$ cat config.mk
export PLATFORM = sky130hd
export DESIGN_NAME = vram_span_copier
export DESIGN_NICKNAME = d
export VERILOG_FILES = /design/src/rtl/vcopy_pkg.sv /design/src/rtl/vcopy_seq.sv /design/src/rtl/vcopy_ptr.sv /design/src/rtl/vcopy_sat.sv /design/src/rtl/vram_span_copier.sv
export SDC_FILE = /design/constraint.sdc
export NUM_CORES = 1
export LEC_CHECK = 0
export ABC_AREA = 1
export BUFFER_PORTS_ARGS = -buffer_cell sky130_fd_sc_hd__buf_2
export CORE_ASPECT_RATIO = 1.25
export CORE_MARGIN = 4
export CORE_UTILIZATION = 53
export CTS_BUF_LIST = sky130_fd_sc_hd__clkbuf_8
export DETAILED_ROUTE_END_ITERATION = 7
export PLACE_DENSITY = 0.89
export SYNTH_ARGS = -nofsm -noshare
export SYNTH_HDL_FRONTEND = slang
export SYNTH_SLANG_ARGS = --single-unit
$ cat constraint.sdc
create_clock -name clk -period 3.75 [get_ports clk]
set_input_delay 0.75 -clock clk [delete_from_list [all_inputs] [get_ports clk]]
set_output_delay 0.75 -clock clk [all_outputs]
set_load 0.05 [all_outputs]
$ cat src/rtl/vcopy_pkg.sv
package vcopy_pkg;
   typedef enum logic [1:0] {
      ST_IDLE = 2'd0,
      ST_RD   = 2'd1,
      ST_WR   = 2'd2,
      ST_DONE = 2'd3
   } vc_state_e;
endpackage

$ cat src/rtl/vcopy_seq.sv
module vcopy_seq
   import vcopy_pkg::*;
(
   input  logic      clk,
   input  logic      rst_n,
   input  logic      start,
   input  logic      go,
   input  logic      last,
   output vc_state_e state_o,
   output logic      load,
   output logic      adv,
   output logic      done
);
   vc_state_e st_q, st_d;

   always_comb begin
      st_d = st_q;
      load = 1'b0;
      adv  = 1'b0;
      done = 1'b0;
      unique case (st_q)
         ST_IDLE: if (start) begin
            load = 1'b1;
            st_d = go ? ST_RD : ST_DONE;
         end
         ST_RD: st_d = ST_WR;
         ST_WR: begin
            adv  = 1'b1;
            st_d = last ? ST_DONE : ST_RD;
         end
         ST_DONE: begin
            done = 1'b1;
            st_d = ST_IDLE;
         end
         default: st_d = ST_IDLE;
      endcase
   end

   always_ff @(posedge clk or negedge rst_n)
      if (!rst_n) st_q <= ST_IDLE;
      else        st_q <= st_d;

   assign state_o = st_q;

   AST_START_IGNORED_BUSY: assert property (@(posedge clk) disable iff (!rst_n)
      (st_q != ST_IDLE) |-> !load);
   AST_DONE_SINGLE: assert property (@(posedge clk) disable iff (!rst_n)
      done |=> !done);
endmodule

$ cat src/rtl/vcopy_ptr.sv
module vcopy_ptr #(
   parameter int ADDR_W = 16,
   parameter int LEN_W  = 16,
   parameter int STEP_W = 8
) (
   input  logic              clk,
   input  logic              rst_n,
   input  logic              load,
   input  logic              adv,
   input  logic [ADDR_W-1:0] src_in,
   input  logic [ADDR_W-1:0] dst_in,
   input  logic [LEN_W-1:0]  len_in,
   input  logic [STEP_W-1:0] step_in,
   output logic [ADDR_W-1:0] src_q,
   output logic [ADDR_W-1:0] dst_q,
   output logic              last
);
   localparam int CNT_W = LEN_W + 1;

   logic [CNT_W-1:0]  cnt_q;
   logic [STEP_W-1:0] step_q;

   always_ff @(posedge clk or negedge rst_n) begin
      if (!rst_n) begin
         src_q  <= '0;
         dst_q  <= '0;
         cnt_q  <= '0;
         step_q <= '0;
      end else if (load) begin
         src_q  <= src_in;
         dst_q  <= dst_in;
         cnt_q  <= {(len_in == '0), len_in};
         step_q <= step_in;
      end else if (adv) begin
         src_q <= src_q + ADDR_W'(1);
         dst_q <= dst_q + ADDR_W'(step_q);
         cnt_q <= cnt_q - CNT_W'(1);
      end
   end

   assign last = (cnt_q == CNT_W'(1));

   AST_SRC_ADVANCE: assert property (@(posedge clk) disable iff (!rst_n)
      adv |=> src_q == $past(src_q) + ADDR_W'(1));
   AST_DST_ADVANCE: assert property (@(posedge clk) disable iff (!rst_n)
      adv |=> dst_q == $past(dst_q) + ADDR_W'($past(step_q)));
   AST_CNT_NOT_EMPTY: assert property (@(posedge clk) disable iff (!rst_n)
      adv |-> cnt_q != '0);
endmodule

$ cat src/rtl/vcopy_sat.sv
module vcopy_sat #(
   parameter int ADDR_W = 16,
   parameter int DATA_W = 8,
   parameter bit SAT_EN = 1'b1
) (
   input  logic              wr_en,
   input  logic [ADDR_W-1:0] dst,
   input  logic [DATA_W-1:0] data,
   input  logic [ADDR_W-1:0] base,
   input  logic [ADDR_W-1:0] bmask,
   input  logic [ADDR_W-1:0] imask,
   output logic              sat_we,
   output logic [ADDR_W-1:0] sat_idx,
   output logic [DATA_W-1:0] sat_wdata
);
   generate
      if (SAT_EN) begin : g_snoop
         logic hit;
         assign hit       = ((dst & bmask) == base);
         assign sat_we    = wr_en & hit;
         assign sat_idx   = (dst & imask) ^ ADDR_W'(1);
         assign sat_wdata = data;
      end else begin : g_nosnoop
         logic unused_ok;
         assign unused_ok = &{1'b0, wr_en, dst, data, base, bmask, imask};
         assign sat_we    = 1'b0;
         assign sat_idx   = '0;
         assign sat_wdata = '0;
      end
   endgenerate
endmodule

$ cat src/rtl/vram_span_copier.sv
module vram_span_copier
   import vcopy_pkg::*;
#(
   parameter int ADDR_W   = 16,
   parameter int DATA_W   = 8,
   parameter int LEN_W    = 16,
   parameter int CODE_W   = 6,
   parameter int STEP_W   = 8,
   parameter int COPY_BIT = 4,
   parameter bit SAT_EN   = 1'b1
) (
   input  logic              clk,
   input  logic              rst_n,
   input  logic              start,
   input  logic [LEN_W-1:0]  len_in,
   input  logic [ADDR_W-1:0] src_in,
   input  logic [ADDR_W-1:0] dst_in,
   input  logic [CODE_W-1:0] code_in,
   input  logic [STEP_W-1:0] step_in,
   input  logic [ADDR_W-1:0] sat_base,
   input  logic [ADDR_W-1:0] sat_bmask,
   input  logic [ADDR_W-1:0] sat_imask,
   output logic [ADDR_W-1:0] mem_addr,
   output logic              mem_we,
   output logic [DATA_W-1:0] mem_wdata,
   input  logic [DATA_W-1:0] mem_rdata,
   output logic              sat_we,
   output logic [ADDR_W-1:0] sat_idx,
   output logic [DATA_W-1:0] sat_wdata,
   output logic [ADDR_W-1:0] src_final,
   output logic [ADDR_W-1:0] dst_final,
   output logic              done
);
   localparam logic [CODE_W-1:0] COPY_MASK = CODE_W'(1) << COPY_BIT;

   generate
      if (ADDR_W < 2)          begin : g_chk_a $error("ADDR_W must be at least 2");       end
      if (STEP_W > ADDR_W)     begin : g_chk_s $error("STEP_W must not exceed ADDR_W");   end
      if (COPY_BIT >= CODE_W)  begin : g_chk_c $error("COPY_BIT must lie inside CODE_W"); end
      if (LEN_W < 1)           begin : g_chk_l $error("LEN_W must be at least 1");        end
   endgenerate

   vc_state_e         state;
   logic              load, adv, last, go, copy_q;
   logic [ADDR_W-1:0] src_q, dst_q;

   assign go = |(code_in & COPY_MASK);

   always_ff @(posedge clk or negedge rst_n)
      if (!rst_n)    copy_q <= 1'b0;
      else if (load) copy_q <= go;

   vcopy_seq u_seq (
      .clk     (clk),
      .rst_n   (rst_n),
      .start   (start),
      .go      (go),
      .last    (last),
      .state_o (state),
      .load    (load),
      .adv     (adv),
      .done    (done)
   );

   vcopy_ptr #(.ADDR_W(ADDR_W), .LEN_W(LEN_W), .STEP_W(STEP_W)) u_ptr (
      .clk     (clk),
      .rst_n   (rst_n),
      .load    (load),
      .adv     (adv),
      .src_in  (src_in),
      .dst_in  (dst_in),
      .len_in  (len_in),
      .step_in (step_in),
      .src_q   (src_q),
      .dst_q   (dst_q),
      .last    (last)
   );

   assign mem_we    = (state == ST_WR);
   assign mem_addr  = (mem_we ? dst_q : src_q) ^ ADDR_W'(1);
   assign mem_wdata = mem_rdata;
   assign src_final = src_q;
   assign dst_final = dst_q;

   vcopy_sat #(.ADDR_W(ADDR_W), .DATA_W(DATA_W), .SAT_EN(SAT_EN)) u_sat (
      .wr_en     (mem_we),
      .dst       (dst_q),
      .data      (mem_wdata),
      .base      (sat_base),
      .bmask     (sat_bmask),
      .imask     (sat_imask),
      .sat_we    (sat_we),
      .sat_idx   (sat_idx),
      .sat_wdata (sat_wdata)
   );

   AST_WE_NEEDS_COPY_BIT: assert property (@(posedge clk) disable iff (!rst_n)
      mem_we |-> copy_q);
   AST_READ_BEFORE_WRITE: assert property (@(posedge clk) disable iff (!rst_n)
      mem_we |-> $past(state) == ST_RD);
   AST_WR_ADDR_FLIP: assert property (@(posedge clk) disable iff (!rst_n)
      mem_we |-> (mem_addr ^ dst_q) == ADDR_W'(1));
   AST_SAT_WITH_RAM: assert property (@(posedge clk) disable iff (!rst_n)
      sat_we |-> (mem_we && sat_wdata == mem_wdata));
endmodule

==> results.toml <==
[synth]
synth_compound_area_frac = 0.123
ys_seq_elements = 59
synth_fa_ha_area_frac = 0.0346
syn_inst = 692
synth_xor_area_frac = 0.0461
yosysSeqAreaShare = 0.324
synthesis.nets = 825
synth-simple-area-share = 0.351
syn_area_per_cell_sq_um = 6.59
synth_top_family_by_area = "simple AND/OR/NAND/NOR gates"
yosys_warnings = 0
synthMuxAreaShare = 0
synth_area_sq_um = 4560
synth_cell_types = 37

[clocking]
cts_tree = "done"
cts.sinks = 59
h-tree-depth = 3
worstSkewPairLatency_ns = 0.35
post-cts-setup-buffer-count = 0
cts_hold_buf = 0
cts_resized = 0
clk_pin_slew_ns = 0.07
cts_root_buf = "clkbuf_8"
numCtsBuffers = 9
clockBufferDepth = 2

[detailed_routing]
wl_met3_um = 1010
wl_met1_um = 5420
wire_per_inst_um = 15.2
routed_wirelength_um = 14400
ant_nets = 0
drt_iter0_markers = 388
routed.top_layer = "met4"
wl_met2_um = 7630
drt_first_pass_iters = 5
routed_via_density = 5.35
vias = 5062
drcViolationCount = 0

[critical_path]
worstSetupPathType = "flop to primary output"
worstPathMaxFanout = 22
crit_required_ns = 3.00
crit_arrival_ns = 2.01
cp-start-kind = "flop"
worstSetupEndpointType = "primary output"

[final_layout]
syn_to_final_growth_pct = 22.3
layout.cells.non_filler = 947
final_util = 0.673
drive_gt1_frac = 0.252
fin_nets = 979
n_antenna_cell = 0

[timing]
rsz0062_at_grt = "false"
slew_viol_final = 0
worst_pin_slew_ns = 0.882
fin_ws_ns = 0.988
timing.final.crit_share = 0.737
min_period_ns = 2.76
relSlewSlack = 0.411
fin_skew_ns = 0.0115
finalSetupViolations = 0
hold_viol = 0
fmax_ghz = 0.362
tns_ns = 0

[outcome]
status = "finished, final reports clean"

[die]
die_area_sq_um = 10200
core_area_sq_um = 8290
dieWidth_um = 90.9
io_pins = 204
rows = 37
initial_utilization = 0.550
die_y_um = 112

[power]
p_sw_mw = 3.49
swShare = 0.596
power.leakage_nw = 3.10
power.internal_mw = 2.36
sequentialPowerShare = 0.236
pwr-share-comb = 0.653
p_per_area_nw_per_um2 = 1050
pwr-share-clk = 0.111
ir_worst_vdd_mv = 0.711

[place]
dp.cells = 932
hpwl_um = 11000
io_buffer_count = 174
gp_congestion = 0.947
pre_cts_ws_ns = 1.20

[job]
cap_viol_max_count = 0

[global_route]
grt_pass1_wl_um = 23200
grt_pass1_vias = 5027
grtUsageTotal = 0.286
overflow = 0
antenna_found_initial = 0
grt_max_degree = 52

[hold_path]
hold_class = "primary input to async pin"
[through the flow]
stage	hold WS (ns)	power (mW)	cell area (sq um)
after floorplan	0.442	4.28	4560
after global placement	0.458	5.09	5360
after detailed placement	0.459	5.17	5360
after CTS	0.432	5.84	5570
after global routing	0.469	6.29	5570
final	0.424	5.85	5570
[power by group through the flow]
stage,Clock [mW],Combinational [mW],Sequential (mW)
floorplan,0,2.43,1.85
global placement,0,3.72,1.37
detailed placement,0,3.79,1.38
CTS,0.655,3.82,1.37
global route,0.682,4.17,1.44
finish,0.650,3.82,1.38
[layout by cell type (no fill, tap or decap), types with 3 or more instances in the layout]
cell,synthesis,final
buf_4,19,6
o21ai_0,42,42
xnor2_1,7,7
dfrtp_1,59,59
ha_1,11,11
nor3_1,12,12
inv_1,81,81
nand4_1,8,8
inv_2,4,4
o211ai_1,6,6
o221ai_1,10,10
nand2_2,5,5
nor2_2,3,3
a21oi_1,16,16
xor2_1,17,17
clkbuf_8,0,10
o21bai_1,7,7
nand2_1,247,247
nor2_1,49,49
o22ai_1,3,3
nand3_1,49,49
buf_2,14,174
[per-layer routing]
layer | up-vias | global-route usage
li1 | 2504 | -
met1 | 2299 | 0.313
met2 | 232 | 0.538
met3 | 27 | 0.0520
met4 | 0 | 0.110
met5 | - | 0
[final cells by class]
cell class | count | area (sq um)
clock buffers | 10 | 138
flip-flops and latches | 59 | 1480
repair buffers | 180 | 916
well taps | 97 | 121
inverters | 85 | 319
multi-input cells | 511 | 2530
clock inverters | 5 | 77.6
fillers | 748 | 2710
[synth_stat cells]
| cell | instances | area share |
|---|---|---|
| nand3_1 | 49 | 0.054 |
| buf_2 | 14 | 0.015 |
| a22oi_1 | 2 | 0.0033 |
| nand2_2 | 5 | 0.0069 |
| inv_1 | 81 | 0.067 |
| xnor2_1 | 7 | 0.013 |
| buf_4 | 19 | 0.031 |
| a21o_1 | 2 | 0.0033 |
| nor2_2 | 3 | 0.0041 |
| nor2b_1 | 1 | 0.0014 |
| nor2_4 | 1 | 0.0025 |
| or2_1 | 1 | 0.0014 |
| buf_6 | 1 | 0.0025 |
| nor3_1 | 12 | 0.013 |
| and2_1 | 2 | 0.0027 |
| o21bai_1 | 7 | 0.012 |
| o22ai_1 | 3 | 0.0041 |
| inv_2 | 4 | 0.0033 |
| nand3b_1 | 1 | 0.0016 |
| o211ai_2 | 1 | 0.0027 |
| o21ai_1 | 2 | 0.0022 |
| dfrtp_1 | 59 | 0.32 |
| nor3_2 | 1 | 0.0022 |
| fa_1 | 1 | 0.0044 |
| a22oi_2 | 1 | 0.0027 |
| nand4_1 | 8 | 0.011 |
| nor2_1 | 49 | 0.040 |
| o21ai_0 | 42 | 0.046 |
| or2_2 | 2 | 0.0027 |
| xor2_1 | 17 | 0.033 |
| o221ai_1 | 10 | 0.019 |
| ha_1 | 11 | 0.030 |
| nor3_4 | 1 | 0.0036 |
| o211ai_1 | 6 | 0.0099 |
| nand2_1 | 247 | 0.20 |
| a21oi_1 | 16 | 0.018 |
| clkbuf_1 | 3 | 0.0025 |
[sequential cells by signal, indices dropped and copies added (netlist names)]
name and count:
u_ptr.cnt_q 17, u_ptr.dst_q 16, u_ptr.src_q 16, u_ptr.step_q 8, u_seq.state_o 2
[path summary, 6_finish.rpt]
check / start / to / slack [ns] / depth (start not counted)
setup / recovery: u_seq.state_o[0] / mem_addr[5] / 0.99 / 7
hold / removal: rst_n / u_ptr.cnt_q[15] / 0.42 / 1
setup reg to reg: u_seq.state_o[1] / u_ptr.src_q[5] / 1.55 / 6
hold reg to reg: u_ptr.cnt_q[13] / u_ptr.cnt_q[13] / 0.47 / 2
max in group asynchronous: rst_n / u_ptr.cnt_q[6] / 2.44 / 2
min in group clk: u_ptr.cnt_q[13] / u_ptr.cnt_q[13] / 0.47 / 2
[cells by family (layout without fill, tap and decap cells)]
logic type,count (synthesis),in the layout
buf+inv,122,280
fa+ha+maj,12,12
compound gates,92,92
xor+xnor,24,24
flops,59,59
simple gates,383,383
[critical path: stages, from the launching register on]
cell	delay [ns]
dfrtp_1	0.40
inv_1	0.09
nand2_2	0.06
inv_2	0.21
buf_4	0.32
nand2_1	0.07
o21ai_0	0.16
buf_2	0.34
Note: power is estimated with default switching activity, not from simulation.
